`config.mk`:
```
export PLATFORM = sky130hd
export DESIGN_NAME = ecc_err_logger
export DESIGN_NICKNAME = d
export VERILOG_FILES = /design/src/rtl/ecc_log_pkg.sv /design/src/rtl/ecc_log_row.sv /design/src/rtl/ecc_log_addr.sv /design/src/rtl/ecc_err_logger.sv
export SDC_FILE = /design/constraint.sdc
export NUM_CORES = 1
export LEC_CHECK = 0
export BUFFER_PORTS_ARGS = -buffer_cell sky130_fd_sc_hd__clkbuf_2
export CAP_MARGIN = 20
export CELL_PAD_IN_SITES_DETAIL_PLACEMENT = 0
export CELL_PAD_IN_SITES_GLOBAL_PLACEMENT = 2
export CORE_MARGIN = 5
export CORE_UTILIZATION = 25
export DETAILED_ROUTE_END_ITERATION = 10
export GPL_ROUTABILITY_DRIVEN = 0
export HOLD_SLACK_MARGIN = 0.03
export PLACE_DENSITY = 0.78
export RECOVER_POWER = 25
export SLEW_MARGIN = 10
export SYNTH_ARGS = -nofsm -noshare
export SYNTH_HDL_FRONTEND = slang
export SYNTH_SLANG_ARGS = --single-unit
```
`constraint.sdc`:
```
create_clock -name clk -period 1.2 [get_ports clk]
set_input_delay 0.24 -clock clk [delete_from_list [all_inputs] [get_ports clk]]
set_output_delay 0.24 -clock clk [all_outputs]
set_load 0.03 [all_outputs]
```
`src/rtl/ecc_log_pkg.sv`:
```
package ecc_log_pkg;
  typedef enum logic [1:0] {
    MODE_OFF   = 2'b00,
    MODE_CHECK = 2'b01,
    MODE_ECC   = 2'b10,
    MODE_SCRUB = 2'b11
  } integ_mode_e;

  typedef enum logic [1:0] {
    SEL_ADDR = 2'd0,
    SEL_STAT = 2'd1,
    SEL_CMD  = 2'd2,
    SEL_MODE = 2'd3
  } reg_sel_e;

  localparam int NUM_CLASS = 2;
  localparam int CLS_SBE   = 0;
  localparam int CLS_MBE   = 1;
endpackage

```
`src/rtl/ecc_log_row.sv`:
```
// First-failing-row record for one error class.
module ecc_log_row #(
  parameter int ROW_W = 3
) (
  input  logic             clk,
  input  logic             rst,
  input  logic             hit_i,
  input  logic             clr_i,
  input  logic [ROW_W-1:0] row_i,
  output logic             flag_o,
  output logic [ROW_W-1:0] row_o
);
  logic             flag_q;
  logic [ROW_W-1:0] row_q;
  logic             take;

  // a clear in the same cycle frees the slot for the new event
  assign take = hit_i & (~flag_q | clr_i);

  always_ff @(posedge clk) begin
    if (rst) begin
      flag_q <= 1'b0;
      row_q  <= '0;
    end else if (take) begin
      flag_q <= 1'b1;
      row_q  <= row_i;
    end else if (clr_i) begin
      flag_q <= 1'b0;
    end
  end

  assign flag_o = flag_q;
  assign row_o  = row_q;


  row_hold_chk: assert property (@(posedge clk) disable iff (rst)
    (flag_q && !clr_i) |=> ($stable(row_q) && flag_q));
endmodule

```
`src/rtl/ecc_log_addr.sv`:
```
// Error page capture with sticky, write-one-to-clear class flags.
module ecc_log_addr #(
  parameter int ADDR_W   = 32,
  parameter int PAGE_LSB = 12
) (
  input  logic                       clk,
  input  logic                       rst,
  input  logic                       sbe_hit_i,
  input  logic                       mbe_hit_i,
  input  logic                       clr_sbe_i,
  input  logic                       clr_mbe_i,
  input  logic [ADDR_W-1:0]          addr_i,
  output logic [ADDR_W-1:PAGE_LSB]   page_o,
  output logic                       sbe_flag_o,
  output logic                       mbe_flag_o,
  output logic                       sbe_new_o,
  output logic                       mbe_new_o
);
  logic [ADDR_W-1:PAGE_LSB] page_q;
  logic                     sbe_q, mbe_q;
  logic                     sbe_free, mbe_free;
  logic                     sbe_new, mbe_new, grab;
  logic                     unused_low_bits;

  assign unused_low_bits = ^addr_i[PAGE_LSB-1:0];

  assign sbe_free = ~sbe_q | clr_sbe_i;
  assign mbe_free = ~mbe_q | clr_mbe_i;
  assign sbe_new  = sbe_hit_i & sbe_free;
  assign mbe_new  = mbe_hit_i & mbe_free;
  // multi-bit always wins the page; single-bit only when no multi-bit is held
  assign grab     = mbe_new | (sbe_new & mbe_free);

  always_ff @(posedge clk) begin
    if (rst) begin
      page_q <= '0;
      sbe_q  <= 1'b0;
      mbe_q  <= 1'b0;
    end else begin
      if (grab)
        page_q <= addr_i[ADDR_W-1:PAGE_LSB];
      if (sbe_new)        sbe_q <= 1'b1;
      else if (clr_sbe_i) sbe_q <= 1'b0;
      if (mbe_new)        mbe_q <= 1'b1;
      else if (clr_mbe_i) mbe_q <= 1'b0;
    end
  end

  assign page_o     = page_q;
  assign sbe_flag_o = sbe_q;
  assign mbe_flag_o = mbe_q;
  assign sbe_new_o  = sbe_new;
  assign mbe_new_o  = mbe_new;


  page_hold_chk: assert property (@(posedge clk) disable iff (rst)
    (mbe_q && !clr_mbe_i) |=> $stable(page_q));

  sbe_set_chk: assert property (@(posedge clk) disable iff (rst)
    sbe_hit_i |=> sbe_q);

  sbe_clr_chk: assert property (@(posedge clk) disable iff (rst)
    (clr_sbe_i && !sbe_hit_i) |=> !sbe_q);

  mbe_clr_chk: assert property (@(posedge clk) disable iff (rst)
    (clr_mbe_i && !mbe_hit_i) |=> !mbe_q);
endmodule

```
`src/rtl/ecc_err_logger.sv`:
```
module ecc_err_logger
  import ecc_log_pkg::*;
#(
  parameter int ADDR_W   = 32,
  parameter int PAGE_LSB = 12,
  parameter int ROW_W    = 3,
  parameter int DATA_W   = 32
) (
  input  logic              clk,
  input  logic              rst,
  input  logic              sbe_i,
  input  logic              mbe_i,
  input  logic [ADDR_W-1:0] err_addr_i,
  input  logic [ROW_W-1:0]  err_row_i,
  input  logic [1:0]        reg_addr,
  input  logic              reg_we,
  input  logic [DATA_W-1:0] reg_wdata,
  output logic [DATA_W-1:0] reg_rdata,
  output logic              serr_o
);
  localparam int STRIDE = ROW_W + 1;

  integ_mode_e              mode_q;
  logic [1:0]               cmd_q;
  logic                     log_en;
  logic [NUM_CLASS-1:0]     hit;
  logic [NUM_CLASS-1:0]     stat_clr;
  logic [NUM_CLASS-1:0]     stat_flag;
  logic [ROW_W-1:0]         stat_row [NUM_CLASS];
  logic                     wr_addr, wr_stat, wr_cmd, wr_mode;
  logic [ADDR_W-1:PAGE_LSB] page;
  logic                     sbe_flag, mbe_flag, sbe_new, mbe_new;
  logic [DATA_W-1:0]        rd_mux;
  logic                     serr_q;
  logic                     unused_wdata;

  assign unused_wdata = ^reg_wdata;

  assign log_en  = (mode_q != MODE_OFF);
  assign hit[CLS_SBE] = log_en & sbe_i;
  assign hit[CLS_MBE] = log_en & mbe_i;

  assign wr_addr = reg_we && (reg_addr == SEL_ADDR);
  assign wr_stat = reg_we && (reg_addr == SEL_STAT);
  assign wr_cmd  = reg_we && (reg_addr == SEL_CMD);
  assign wr_mode = reg_we && (reg_addr == SEL_MODE);

  ecc_log_addr #(.ADDR_W(ADDR_W), .PAGE_LSB(PAGE_LSB)) u_addr (
    .clk        (clk),
    .rst        (rst),
    .sbe_hit_i  (hit[CLS_SBE]),
    .mbe_hit_i  (hit[CLS_MBE]),
    .clr_sbe_i  (wr_addr & reg_wdata[0]),
    .clr_mbe_i  (wr_addr & reg_wdata[1]),
    .addr_i     (err_addr_i),
    .page_o     (page),
    .sbe_flag_o (sbe_flag),
    .mbe_flag_o (mbe_flag),
    .sbe_new_o  (sbe_new),
    .mbe_new_o  (mbe_new)
  );

  for (genvar g = 0; g < NUM_CLASS; g++) begin : g_row
    assign stat_clr[g] = wr_stat & reg_wdata[g*STRIDE];
    ecc_log_row #(.ROW_W(ROW_W)) u_row (
      .clk    (clk),
      .rst    (rst),
      .hit_i  (hit[g]),
      .clr_i  (stat_clr[g]),
      .row_i  (err_row_i),
      .flag_o (stat_flag[g]),
      .row_o  (stat_row[g])
    );
  end

  always_ff @(posedge clk) begin
    if (rst) begin
      cmd_q  <= 2'b00;
      mode_q <= MODE_OFF;
    end else begin
      if (wr_cmd)  cmd_q  <= reg_wdata[1:0];
      if (wr_mode) mode_q <= integ_mode_e'(reg_wdata[1:0]);
    end
  end

  always_comb begin
    rd_mux = '0;
    unique case (reg_addr)
      SEL_ADDR: begin
        rd_mux[ADDR_W-1:PAGE_LSB] = page;
        rd_mux[1] = mbe_flag;
        rd_mux[0] = sbe_flag;
      end
      SEL_STAT: begin
        for (int c = 0; c < NUM_CLASS; c++) begin
          rd_mux[c*STRIDE]          = stat_flag[c];
          rd_mux[c*STRIDE+1 +: ROW_W] = stat_row[c];
        end
      end
      SEL_CMD:  rd_mux[1:0] = cmd_q;
      SEL_MODE: rd_mux[1:0] = mode_q;
      default:  rd_mux = '0;
    endcase
  end

  always_ff @(posedge clk) begin
    if (rst) begin
      reg_rdata <= '0;
      serr_q    <= 1'b0;
    end else begin
      reg_rdata <= rd_mux;
      serr_q    <= (sbe_new & cmd_q[0]) | (mbe_new & cmd_q[1]);
    end
  end

  assign serr_o = serr_q;


  mode_off_chk: assert property (@(posedge clk) disable iff (rst)
    (mode_q == MODE_OFF) |=> !serr_o);

  serr_enable_chk: assert property (@(posedge clk) disable iff (rst)
    serr_o |-> ($past(cmd_q) != 2'b00));

  serr_flag_chk: assert property (@(posedge clk) disable iff (rst)
    serr_o |-> (sbe_flag || mbe_flag));
endmodule

```
==> results of run 1 <==
## logic make-up (layout without fill, tap and decap cells)
kind of cell,Yosys count,in the layout
other,1,4
buffers and inverters,16,103
AND/OR/NAND/NOR,90,90
flip-flops,63,63
AO/OA/AOI/OAI,14,14
multiplexers,32,32
## layout make-up
| cell class | count | area (sq um) |
|---|---|---|
| Timing Repair Buffer | 87 | 588 |
| Fill cell | 1032 | 6350 |
| Tap cell | 133 | 166 |
| Sequential cell | 63 | 1270 |
| Multi-Input combinational cell | 140 | 1140 |
| Clock buffer | 10 | 128 |
| Clock inverter | 6 | 85.1 |
## power groups by stage
stage / combinational [mW] / clock [mW] / sequential (mW)
after global routing: 0.500 / 2.18 / 2.18
after global placement: 0.396 / 0 / 2.22
after CTS: 0.453 / 2.07 / 2.17
after detailed placement: 0.399 / 0 / 2.22
final: 0.457 / 2.01 / 2.17
after floorplan: 0.249 / 0 / 2.23
## what timing repair did
item	4_1_cts	5_1_grt
pin swaps	3	0
gates resized for setup	5	3
setup endpoints to repair	24	27
setup buffers	3	0
cloned	2	1
## through the flow
stage / setup TNS, ns / total power [mW]
2_1_floorplan: 0 / 2.48
3_3_place_gp: -4.82 / 2.61
3_5_place_dp: -5.22 / 2.62
4_1_cts: -2.05 / 4.70
5_1_grt: -3.32 / 4.85
6_report: -2.06 / 4.63
## layout by cell type (no fill, tap or decap), drive strengths merged, types with 4 or more instances in the layout
cell    instances
conb            4
a21oi           7
nor2           11
buf            22
clkbuf         75
and2           26
nand2           4
dfxtp          63
mux2i          30
or2b           39
## registers in the layout, indices dropped and copies added (netlist names)
name and count:
g_row.u_row.row_o 6, reg_rdata 28, u_addr.mbe_flag_o 1, serr_o 1
cmd_q 2, u_addr.page_o 20, u_addr.sbe_flag_o 1, mode_q 2
g_row.u_row.flag_o 2
## worst max-delay path by stage
stage / startpoint / endpoint / slack (ns) / cells past startpoint
2_1_floorplan: mode_q[1]$_SDFFE_PP0P_ / u_addr.page_o[12]$_SDFFE_PP0P_ / 0.03 / 4
3_3_place_gp: reg_addr[1] / g_row[1].u_row.row_o[2]$_SDFFE_PP0P_ / -0.18 / 5
3_5_place_dp: reg_addr[1] / g_row[1].u_row.row_o[1]$_SDFFE_PP0P_ / -0.19 / 5
4_1_cts: mode_q[0]$_SDFFE_PP0P_ / u_addr.page_o[20]$_SDFFE_PP0P_ / -0.12 / 5
5_1_grt: mode_q[0]$_SDFFE_PP0P_ / u_addr.page_o[20]$_SDFFE_PP0P_ / -0.18 / 5
6_report: mode_q[0]$_SDFFE_PP0P_ / u_addr.page_o[27]$_SDFFE_PP0P_ / -0.13 / 5
## metal layers
layer | routed length, microns | up-vias
met1 | 2650 | 786
met4 | 122 | 0
met3 | 377 | 10
li1 | - | 874
met2 | 2300 | 45
met5 | 0 | -
## critical path, delay by kind of cell (launching register included)
kind	cells	cell delay, ns
AO/OA/AOI/OAI	2	0.44
flip-flops	1	0.35
buffers and inverters	2	0.31
multiplexers	1	0.16
==> impl_metrics.tcl, run 1 <==
set metrics [dict create \
    r2r_start "mode_q[0]$_SDFFE_PP0P_" \
    yosys.area.top_type "dfxtp_1" \
    wl_per_cell_microns 12.4 \
    rsz0062_at_grt "true" \
    finalCriticalPeriod_ns 1.33 \
    synth-xor-area-share_pct 0 \
    cp_slowest_stage_delay_ns 0.35 \
    skew_ns 0.00887 \
    violations "negative setup slack" \
    grt_max_degree 21 \
    reg2reg_slack_ns -0.13 \
    drt_iter0_drc 40 \
    maxCapViolations 0 \
    max_freq_ghz 0.754 \
    avgSynthCellArea_sq_um 11.5 \
    die-width_microns 110 \
    grt_pass1_vias 1690 \
    fp.dieH_microns 110 \
    grt_pass1_wl_microns 8630 \
    comb_power_share_pct 9.9 \
    rows 36 \
    grt_util_met2_pct 13.6 \
    die-area_sq_mm 0.0120 \
    async_reset_ff_share_pct 0 \
    whs_ns 0.130 \
    numCtsBuffers 9 \
    p_sw_mw 1.08 \
    antenna_found_initial 0 \
    synth_top_family_by_area "simple AND/OR/NAND/NOR gates" \
    io_pins 107 \
    p_leak_nw 1.56 \
    crit_path_top_delay_cell "dfxtp_2" \
    htreeDepth 3 \
    synth-main-ff-cell "dfxtp_1" \
    worstSetupPathType "flip-flop to flip-flop" \
    final_cells 439 \
    grt_use_total_pct 9.68 \
    clockPowerShare_pct 43.3 \
    swShare_pct 23.3 \
    core-area_sq_mm 0.00973 \
    arrival_ns 1.59 \
    hold_path_end "u_addr.page_o[15]$_SDFFE_PP0P_" \
    ctsHoldBuffers 0 \
    dp.cells 417 \
    nets 375 \
    ys_seq_elements 63 \
    viasPerCell 3.91 \
    fin_ws_ns -0.127 \
    outcome "complete, but fails checks" \
    power.density_mw_per_mm2 1370 \
    min_path_type "input port to flip-flop" \
    synthMuxAreaShare_pct 13.9 \
    finalMaxSlewViolations 0 \
    timing.final.crit_share_pct 111 \
    synthDominantCellAreaShare_pct 50.7 \
    area_delta_synth_final_pct 35.8 \
    p_int_mw 3.55 \
    timing.rr.end "u_addr.page_o[27]$_SDFFE_PP0P_" \
    vdd_drop_max_v 0.000491 \
    initial_core_util_pct 25.6 \
    reg2reg_depth 5 \
    place_area_sq_mm 0.00303 \
    drive_above_1_share_pct 48.7 \
    yosys.area_share.simple_pct 25.1 \
    synth_edf_count 0 \
    dpl.hpwl_microns 3610 \
    crit_path_cell_trace "o21a_1, o211ai_4, buf_12, clkbuf_16, mux2i_1" \
    yosysWarningCount 0 \
    crit_fanout 5 \
    ctsRootBufferMaster "clkbuf_8" \
    syn_inst 216 \
    cts_tree "done" \
    synth-seq-area-share_pct 50.7 \
    setup_viol 21 \
    holdPathStages 3 \
    critPathCaptureType "flip-flop" \
    drtAntennaViolNets 0 \
    grtUsageMet3_pct 4.40 \
    final_core_util_pct 34.7 \
    drc_errors 0 \
    synth.area.top_cells "dfxtp_1 (51%), or2b_2 (13%), mux2i_1 (12%)" \
    grt.busiest_layer "met2" \
    min-delay-start "err_addr_i[15]" \
    synth_common_cells "dfxtp_1 (63), or2b_2 (37), mux2i_1 (30)" \
    cts_buffer_depth 2 \
    portBuffers 61 \
    routed_wl_microns 5460 \
    vias 1715 \
    clk_latency_ns 0.34 \
    grt-ovfl-total 0 \
    start_kind "flip-flop" \
    path_clk_slew_ns 0.07 \
    place_ws_ns -0.190 \
    synth-compound-area-share_pct 5.13 \
    finalInstanceArea_sq_mm 0.00338 \
    use_met1_pct 12.7 \
    synthAdderAreaFrac_pct 0 \
    syn_area_sq_mm 0.00249 \
    insertedDiodeCount 0 \
    drt_first_pass_iters 4 \
    cts_sinks 63 \
    hold_viol 0 \
    netlist-cell-type-count 28 \
    synth_most_common_cell "dfxtp_1" \
    seqPwrFrac_pct 46.8 \
    worstPathRequired_ns 1.47 \
]
No activity file was read; power rests on OpenSTA's default activity.
==> inputs of run 2 (changes only) <==
PLACE_DENSITY = 0.79   (was 0.78)
SETUP_SLACK_MARGIN = 0.4   (was not set)
SYNTH_HIERARCHICAL = 1   (was not set)
==> impl_metrics.tcl, run 2 <==
set metrics [dict create \
    hold_viol 0 \
    synth-main-ff-cell "dfxtp_1" \
    dpl.hpwl_microns 3640 \
    core-area_sq_mm 0.00973 \
    hold_path_end "u_addr/page_o[14]$_SDFFE_PP0P_" \
    power.density_mw_per_mm2 1230 \
    area_delta_synth_final_pct 52.5 \
    clk_latency_ns 0.33 \
    critPathCaptureType "flip-flop" \
    cts_sinks 63 \
    max_freq_ghz 0.723 \
    io_pins 107 \
    largest_register_ffs 28 \
    p_leak_nw 1.56 \
    place_area_sq_mm 0.00304 \
    finalCriticalPeriod_ns 1.38 \
    final.fill_count 989 \
    grt_pass1_vias 1867 \
    synth-seq-area-share_pct 51.0 \
    arrival_ns 1.60 \
    reg2reg_depth 6 \
    avgSynthCellArea_sq_um 10.8 \
    portBuffers 61 \
    violations "negative setup slack" \
    drt_first_pass_iters 4 \
    routed_wl_microns 5520 \
    cts_tree "done" \
    grt_use_total_pct 9.56 \
    numCtsBuffers 9 \
    r2r_start "mode_q[0]$_SDFFE_PP0P_" \
    nets 389 \
    worstPathRequired_ns 1.42 \
    htreeDepth 3 \
    synth.area.top_cells "dfxtp_1 (51%), nand2b_1 (15%), mux2i_1 (12%)" \
    place_ws_ns -0.322 \
    min_path_type "input port to flip-flop" \
    cts_buffer_depth 2 \
    vias 1789 \
    drtAntennaViolNets 0 \
    viasPerCell 3.95 \
    async_reset_ff_share_pct 0 \
    antenna_found_initial 0 \
    min-delay-start "err_addr_i[14]" \
    rows 36 \
    final_cells 453 \
    path_clk_slew_ns 0.07 \
    fin_ws_ns -0.182 \
    yosys.area.top_type "dfxtp_1" \
    initial_core_util_pct 25.4 \
    ys_seq_elements 63 \
    crit_fanout 5 \
    setup_viol 27 \
    yosysWarningCount 6 \
    wl_per_cell_microns 12.2 \
    synth_edf_count 0 \
    drc_errors 0 \
    regMostFlops "reg_rdata" \
    outcome "complete, but fails checks" \
    grt_pass1_wl_microns 8690 \
    synth_common_cells "dfxtp_1 (63), nand2b_1 (58), mux2i_1 (30)" \
    syn_inst 228 \
    drive_above_1_share_pct 47.8 \
    final_cell_mix "nand2b_1 (58), clkbuf_2 (31), dfxtp_2 (31), mux2i_1 (30), dfxtp_1 (30)" \
    grt-ovfl-total 0 \
    final_common_cell "nand2b_1" \
    die-width_microns 109 \
    die-area_sq_mm 0.0120 \
    insertedDiodeCount 0 \
    worstSetupPathType "flip-flop to flip-flop" \
    syn_area_sq_mm 0.00247 \
    rsz0062_at_grt "true" \
    dp.cells 426 \
    netlist-cell-type-count 28 \
    synth_most_common_cell "dfxtp_1" \
    reg2reg_slack_ns -0.18 \
    skew_ns 0.00662 \
    ctsRootBufferMaster "clkbuf_8" \
    drt_iter0_drc 34 \
    start_kind "flip-flop" \
    finalMaxSlewViolations 0 \
    timing.rr.end "u_addr/page_o[28]$_SDFFE_PP0P_" \
    synthDominantCellAreaShare_pct 51.0 \
    timing.final.crit_share_pct 115 \
    finalInstanceArea_sq_mm 0.00377 \
    vdd_drop_max_v 0.000579 \
    fp.dieH_microns 109 \
    maxCapViolations 0 \
    grt_max_degree 45 \
    holdPathStages 3 \
]
==> run 2: logic make-up after synthesis <==
group,synth area share [%]
buffers and inverters,3.95
other,0.152
AOI/OAI and AO/OA,3.34
muxes,14.0
and+or+nand+nor,27.6
DFF,51.0
==> run 2: final cells by class <==
type | instances | area, sq um | area share, %
multi-input combinational | 151 | 1180 | 31.4
timing repair buffer | 87 | 890 | 23.6
sequential | 63 | 1310 | 34.7
tap | 133 | 166 | 4.41
clock inverter | 6 | 83.8 | 2.22
inverter | 3 | 11.3 | 0.299
clock buffer | 10 | 128 | 3.38
==> run 2: power breakdown <==
group | internal (mW) | switching, mW | leakage (nW) | total [mW]
Sequential | 2.15 | 0.0320 | 0.527 | 2.18
Clock | 1.17 | 0.808 | 0.110 | 1.97
Combinational | 0.276 | 0.219 | 0.920 | 0.495
Total | 3.59 | 1.06 | 1.56 | 4.65
==> run 2: critical path: stages (launching register included) <==
cell	delay (ns)
dfxtp_4	0.36
o21a_4	0.24
nor3b_4	0.21
nor3_4	0.07
buf_6	0.14
buf_12	0.13
mux2i_1	0.11
==> run 2: worst max-delay path by stage <==
stage	from	to	slack, ns	cells after the start
final	mode_q[0]$_SDFFE_PP0P_	u_addr/page_o[28]$_SDFFE_PP0P_	-0.18	6
after global routing	mode_q[0]$_SDFFE_PP0P_	u_addr/page_o[28]$_SDFFE_PP0P_	-0.26	6
after detailed placement	reg_we	u_addr/page_o[24]$_SDFFE_PP0P_	-0.32	7
after floorplan	reg_addr[0]	u_addr/page_o[12]$_SDFFE_PP0P_	-0.08	6
after global placement	reg_we	u_addr/page_o[28]$_SDFFE_PP0P_	-0.27	7
after CTS	mode_q[1]$_SDFFE_PP0P_	u_addr/page_o[24]$_SDFFE_PP0P_	-0.18	6
==> run 2: repair_timing <==
action                                  in CTS  in global routing
hold endpoints to repair                     0                  0
pin swaps                                    6                  6
setup buffers                                4                  3
cloned                                       3                  1
endpoints found under the setup margin      69                 82
hold buffers                                 0                  0
gates resized for setup                    103                 41
==> run 2: routing by layer <==
metal	vias up	GRT usage (%)	routed length [microns]
li1	904	-	-
met3	8	3.93	317
met1	830	10.7	2360
met5	-	0	0
met2	47	16.2	2800
met4	0	3.65	47
==> run 2: stage by stage <==
stage | power (mW) | TNS, ns | hold WS (ns) | utilization, %
2_1_floorplan | 2.48 | -1.64 | 0.305 | -
3_3_place_gp | 2.62 | -5.74 | 0.442 | 31.3
3_5_place_dp | 2.62 | -6.86 | 0.442 | 31.3
4_1_cts | 4.73 | -3.45 | 0.126 | 38.1
5_1_grt | 4.88 | -5.44 | 0.128 | 38.8
6_report | 4.65 | -3.88 | 0.145 | 38.8
